===== config.mk =====
export PLATFORM = sky130hd
export DESIGN_NAME = cmd_spi_bridge
export DESIGN_NICKNAME = d
export VERILOG_FILES = /design/src/rtl/cmd_spi_pkg.sv /design/src/rtl/cmd_capture.sv /design/src/rtl/cmd_frame_pack.sv /design/src/rtl/spi_shift_tx.sv /design/src/rtl/cmd_spi_bridge.sv
export SDC_FILE = /design/constraint.sdc
export NUM_CORES = 1
export LEC_CHECK = 0
export BUFFER_PORTS_ARGS = -buffer_cell sky130_fd_sc_hd__buf_2
export CORE_AREA = 2 2 93 95
export CTS_CLUSTER_SIZE = 10
export DETAILED_ROUTE_END_ITERATION = 16
export DIE_AREA = 0 0 95 97
export PLACE_DENSITY = 0.94
export SETUP_SLACK_MARGIN = 0.2
export SLEW_MARGIN = 20
export SYNTH_ARGS = -nofsm -noshare
export SYNTH_HDL_FRONTEND = slang
export SYNTH_SLANG_ARGS = --single-unit

===== constraint.sdc =====
create_clock -name clk -period 4.8 [get_ports clk]
set_clock_uncertainty 0.15 [all_clocks]
set_input_delay 0.96 -clock clk [delete_from_list [all_inputs] [get_ports clk]]
set_output_delay 0.96 -clock clk [all_outputs]
set_load 0.1 [all_outputs]

===== src/rtl/cmd_spi_pkg.sv =====
package cmd_spi_pkg;
   localparam int BYTE_W      = 8;
   localparam int NUM_SLOTS   = 7;
   localparam int SLOT_STATUS = 0;
   localparam int SLOT_WRITE  = 1;
   localparam int SLOT_READ   = 2;
   localparam int SLOT_CTRL1  = 3;
   localparam int SLOT_CTRL2  = 4;
   localparam int SLOT_BAUD   = 5;
   localparam int SLOT_DATA   = 6;
   localparam int FRAME_BYTES = 4;
   localparam int FRAME_W     = FRAME_BYTES * BYTE_W;
   localparam int SIDE_W      = 3 * BYTE_W;
   typedef logic [BYTE_W-1:0] byte_t;
endpackage


===== src/rtl/cmd_capture.sv =====
module cmd_capture
   import cmd_spi_pkg::*;
#(
   parameter int    OVR_W     = 8,
   parameter byte_t READ_KEEP = 8'h03
) (
   input  logic                        clk,
   input  logic                        rst_n,
   input  logic                        in_valid,
   input  byte_t                       in_byte,
   input  logic                        busy,
   output logic [NUM_SLOTS*BYTE_W-1:0] slot_bus,
   output logic                        go,
   output logic [OVR_W-1:0]            ovr_cnt
);
   localparam int IDX_W = $clog2(NUM_SLOTS);
   localparam logic [IDX_W-1:0] IDX_LAST = IDX_W'(NUM_SLOTS - 1);

   logic [IDX_W-1:0] idx;
   logic             accept;

   assign accept = in_valid & ~busy;

   for (genvar i = 0; i < NUM_SLOTS; i++) begin : g_slot
      localparam byte_t KEEP = (i == SLOT_READ) ? READ_KEEP : '1;
      always_ff @(posedge clk or negedge rst_n) begin
         if (!rst_n)
            slot_bus[i*BYTE_W +: BYTE_W] <= '0;
         else if (accept && idx == IDX_W'(i))
            slot_bus[i*BYTE_W +: BYTE_W] <= in_byte & KEEP;
      end
   end

   always_ff @(posedge clk or negedge rst_n) begin
      if (!rst_n) begin
         idx     <= '0;
         go      <= 1'b0;
         ovr_cnt <= '0;
      end else begin
         go <= accept && (idx == IDX_LAST);
         if (accept)
            idx <= (idx == IDX_LAST) ? '0 : idx + 1'b1;
         if (in_valid && busy && ovr_cnt != '1)
            ovr_cnt <= ovr_cnt + 1'b1;
      end
   end
endmodule


===== src/rtl/cmd_frame_pack.sv =====
module cmd_frame_pack
   import cmd_spi_pkg::*;
(
   input  logic [FRAME_BYTES*BYTE_W-1:0] src,
   output logic [FRAME_W-1:0]            frame
);
   for (genvar k = 0; k < FRAME_BYTES; k++) begin : g_pack
      assign frame[FRAME_W-1-k*BYTE_W -: BYTE_W] = ~src[k*BYTE_W +: BYTE_W];
   end
endmodule


===== src/rtl/spi_shift_tx.sv =====
module spi_shift_tx
   import cmd_spi_pkg::*;
#(
   parameter int DIV_W = 8
) (
   input  logic               clk,
   input  logic               rst_n,
   input  logic               load,
   input  logic [FRAME_W-1:0] frame,
   input  logic [DIV_W-1:0]   half,
   output logic               sclk,
   output logic               mosi,
   output logic               cs_n,
   output logic               active
);
   localparam int BIT_W = $clog2(FRAME_W);
   localparam logic [BIT_W-1:0] BIT_LAST = BIT_W'(FRAME_W - 1);

   logic [FRAME_W-1:0] sh;
   logic [DIV_W-1:0]   div;
   logic [DIV_W-1:0]   half_eff;
   logic [BIT_W-1:0]   bits;

   assign half_eff = (half == '0) ? DIV_W'(1) : half;
   assign mosi     = active & sh[FRAME_W-1];
   assign cs_n     = ~active;

   always_ff @(posedge clk or negedge rst_n) begin
      if (!rst_n) begin
         sh     <= '0;
         div    <= '0;
         bits   <= '0;
         sclk   <= 1'b0;
         active <= 1'b0;
      end else if (load && !active) begin
         sh     <= frame;
         div    <= '0;
         bits   <= '0;
         sclk   <= 1'b0;
         active <= 1'b1;
      end else if (active) begin
         if (div >= half_eff - 1'b1) begin
            div  <= '0;
            sclk <= ~sclk;
            if (sclk) begin
               if (bits == BIT_LAST)
                  active <= 1'b0;
               else begin
                  sh   <= {sh[FRAME_W-2:0], 1'b0};
                  bits <= bits + 1'b1;
               end
            end
         end else begin
            div <= div + 1'b1;
         end
      end
   end
endmodule


===== src/rtl/cmd_spi_bridge.sv =====
module cmd_spi_bridge
   import cmd_spi_pkg::*;
#(
   parameter int    DIV_W     = 8,
   parameter int    OVR_W     = 8,
   parameter byte_t READ_KEEP = 8'h03
) (
   input  logic              clk,
   input  logic              rst_n,
   input  logic              in_valid,
   input  logic [7:0]        in_byte,
   input  logic [DIV_W-1:0]  sclk_half,
   output logic              sclk,
   output logic              mosi,
   output logic              cs_n,
   output logic              busy,
   output logic [OVR_W-1:0]  overrun_cnt,
   output logic [23:0]       side_regs
);
   if (DIV_W < 1) begin : g_bad_div
      $error("DIV_W must be at least 1");
   end
   if (OVR_W < 1) begin : g_bad_ovr
      $error("OVR_W must be at least 1");
   end
   if (SLOT_DATA - SLOT_CTRL1 + 1 != FRAME_BYTES) begin : g_bad_map
      $error("frame slots must be contiguous");
   end

   logic [NUM_SLOTS*BYTE_W-1:0] slot_bus;
   logic [FRAME_W-1:0]          frame;
   logic                        go;
   logic                        active;

   assign busy      = go | active;
   assign side_regs = {slot_bus[SLOT_STATUS*BYTE_W +: BYTE_W],
                       slot_bus[SLOT_WRITE*BYTE_W +: BYTE_W],
                       slot_bus[SLOT_READ*BYTE_W +: BYTE_W]};

   cmd_capture #(.OVR_W(OVR_W), .READ_KEEP(READ_KEEP)) u_capture (
      .clk      (clk),
      .rst_n    (rst_n),
      .in_valid (in_valid),
      .in_byte  (in_byte),
      .busy     (busy),
      .slot_bus (slot_bus),
      .go       (go),
      .ovr_cnt  (overrun_cnt)
   );

   cmd_frame_pack u_pack (
      .src   (slot_bus[NUM_SLOTS*BYTE_W-1 : SLOT_CTRL1*BYTE_W]),
      .frame (frame)
   );

   spi_shift_tx #(.DIV_W(DIV_W)) u_shift (
      .clk    (clk),
      .rst_n  (rst_n),
      .load   (go),
      .frame  (frame),
      .half   (sclk_half),
      .sclk   (sclk),
      .mosi   (mosi),
      .cs_n   (cs_n),
      .active (active)
   );
endmodule


==> results.sh <==
export IMPL_hold_path_class="flip-flop to flip-flop"
export IMPL_nets=520
export IMPL_tns_ns=0
export IMPL_cts_clk_slew_worst_paths_ns=0.10
export IMPL_dp_slack_ns=0.240
export IMPL_io_buffer_count=48
export IMPL_design_area_mm2=0.00542
export IMPL_grt_overflow=0
export IMPL_path_class="input pin to flip-flop"
export IMPL_placed_area_mm2=0.00520
export IMPL_max_slew_worst_pin_slew_ns=0.962
export IMPL_synth_ff_type="dfrtp_1"
export IMPL_antenna_found_initial=0
export IMPL_ctsHoldBuffers=0
export IMPL_drv_cap=0
export IMPL_synth_xor_area_share_pct=2.63
export IMPL_grt_max_degree=80
export IMPL_irDropWorstVdd_mv=0.335
export IMPL_core_mm2=0.00813
export IMPL_synth_cell_types=40
export IMPL_yosys_warnings=0
export IMPL_fin_crit_sh_pct=87.2
export IMPL_grt_pass1_wl_mm=16.5
export IMPL_initial_core_util_pct=61.5
export IMPL_synth_cells=463
export IMPL_post_cts_buffers=0
export IMPL_routed_wl_mm=10.0
export IMPL_viasPerCell=5.88
export IMPL_synthAdderAreaFrac_pct=3.50
export IMPL_numCtsBuffers=9
export IMPL_power_density_mw_per_mm2=567
export IMPL_worst_slack_ns=0.616
export IMPL_rsz0062_at_grt="no"
export IMPL_wl_per_cell_um=16.8
export IMPL_vias=3509
export IMPL_area_delta_synth_final_pct=8.30
export IMPL_maxSlewHeadroom_pct=35.8
export IMPL_cts_root_buf="clkbuf_8"
export IMPL_cts_tree="yes"
export IMPL_synth_largest_area_cell="dfrtp_1"
export IMPL_muxShareOfSynthArea_pct=10.3
export IMPL_end_kind="flip-flop"
export IMPL_avgSynthCellArea_um2=10.8
export IMPL_startpoint_type="input pin"
export IMPL_finalHoldViolCount=0
export IMPL_grt_usage_pct=23.1
export IMPL_yosys_area_share_simple_pct=13.8
export IMPL_n_antenna_cell=0
export IMPL_gp_congestion=0.828
export IMPL_synth_top_family_by_area="simple AND/OR/NAND/NOR gates"
export IMPL_netlist_area_mm2=0.00500
export IMPL_grt_pass1_vias=3436
export IMPL_synth_most_common_cell="nand2_1"
export IMPL_finalSetupViolations=0
export IMPL_final_cells=597
export IMPL_drc=0
export IMPL_cts_resized=0
export IMPL_ys_top_cells_by_count="119 x nand2_1, 109 x dfrtp_1, 42 x mux2_2"
export IMPL_cts_max_path_buffers=2
export IMPL_synth_area_leaders="dfrtp_1 54%, mux2_2 9.5%, nand2_1 8.9%, o221ai_1 5.4%, buf_4 3.8%"
export IMPL_layout_drive_gt1_share_pct=23.0
export IMPL_p_leak_uw=0.00279
export IMPL_ys_seq_elements=109
export IMPL_drv_slew=0
export IMPL_die_w_um=95
export IMPL_die_h_um=97
export IMPL_yosysSeqAreaShare_pct=54.5
export IMPL_status="completed"
export IMPL_arrival_ns=4.23
export IMPL_yosysTopAreaCellShare_pct=54.5
export IMPL_h_tree_depth=3
export IMPL_whs_ns=0.333
export IMPL_nFillCells=605
export IMPL_ant_nets=0
export IMPL_drtPass1Iterations=7
export IMPL_synthArstFlopShare_pct=100
export IMPL_hpwl_mm=6.85
export IMPL_synth_edf_count=0
export IMPL_cp_required_ns=4.85
export IMPL_rows=33
export IMPL_dp_cells=581
export IMPL_clk_latency_ns=0.37
export IMPL_synth_compound_area_share_pct=9.40
export IMPL_critPathMaxFanout=30
export IMPL_io_pin_count=55
export IMPL_drt_initial_drc_count=278
export IMPL_period_needed_ns=4.18
export IMPL_clock_fmax_mhz=239
export IMPL_cts_sinks=109
export IMPL_die_area_mm2=0.00922
## cell families (layout without fill, tap and decap cells)
family                     count (synthesis)  after routing
adders and majority gates                 14             14
other                                      1              6
DFF                                      109            109
AOI/OAI and AO/OA                         59             59
and+or+nand+nor                          166            166
xor gates and xnor gates                  15             15
buffers and inverters                     53             77
muxes                                     46             46
## critical path: stages
cell,delay (ns)
buf_2,0.12
or4_1,0.57
nor3_1,0.20
a21oi_1,0.13
ha_1,0.22
xnor2_1,0.13
ha_1,0.29
and3_1,0.16
o21ai_1,0.06
a311o_1,0.42
a211oi_4,0.56
buf_12,0.25
o221ai_1,0.16
## where the power goes
group	switching [µW]	total [µW]	internal [µW]
Sequential	194	1350	1160
Combinational	809	1130	323
Clock	313	589	276
Total	1320	3070	1760
## registers in the layout, indices dropped and copies added, names as in the netlist
signal	cells
u_shift.sclk	1
u_capture.idx	3
u_shift.active	1
u_capture.slot_bus	50
u_capture.go	1
u_shift.div	8
u_capture.ovr_cnt	8
u_shift.bits	5
u_shift.sh	32
## metal layers
layer	part of all wire (%)	track usage (%)	up-vias
li1	-	-	1633
met1	42	30.4	1753
met2	52	38.1	104
met3	4.6	4.75	19
met4	1.7	7.80	0
met5	0	0	-
## area by class of cell
type | count | area, µm² | area share [%]
Inverter | 10 | 37.5 | 0.693
Clock buffer | 11 | 151 | 2.79
Sequential cell | 109 | 2730 | 50.3
Tap cell | 105 | 131 | 2.42
Timing Repair Buffer | 51 | 290 | 5.36
Multi-Input combinational cell | 306 | 2020 | 37.2
Clock inverter | 5 | 66.3 | 1.22
## metrics by stage
stage	power, µW	util, %
floorplan	2270	-
global placement	2420	63.9
detailed placement	2500	63.9
CTS	3090	66.6
global route	3240	66.6
finish	3070	66.6
## layout by cell type, fill, tap and decap left out, types with 3 or more instances in the layout
cell type / count
a21oi_1: 3
nand3_1: 6
o21ai_0: 7
and3_1: 4
nand2_1: 118
xor2_1: 4
nor3_1: 6
o221ai_1: 31
dfrtp_1: 109
nor2_1: 16
mux2_2: 42
a21o_1: 3
clkbuf_8: 11
mux2i_1: 4
a211o_1: 4
nand4_1: 4
inv_1: 9
conb_1: 6
buf_2: 47
ha_1: 14
xnor2_1: 11
## final timing paths
| kind | start | endpoint | slack [ns] | cells past startpoint |
|---|---|---|---|---|
| min | u_capture.slot_bus[48] | u_shift.sh[0] | 0.33 | 1 |
| max reg2reg | u_shift.active | u_capture.slot_bus[43] | 1.84 | 5 |
| min in group asynchronous | rst_n | u_capture.slot_bus[44] | 0.58 | 1 |
| max | sclk_half[3] | u_shift.sh[24] | 0.62 | 13 |
| min reg2reg | u_capture.slot_bus[48] | u_shift.sh[0] | 0.33 | 1 |
| max in group asynchronous | rst_n | u_shift.sh[24] | 2.93 | 2 |
No activity file was read; power rests on OpenSTA's default activity.
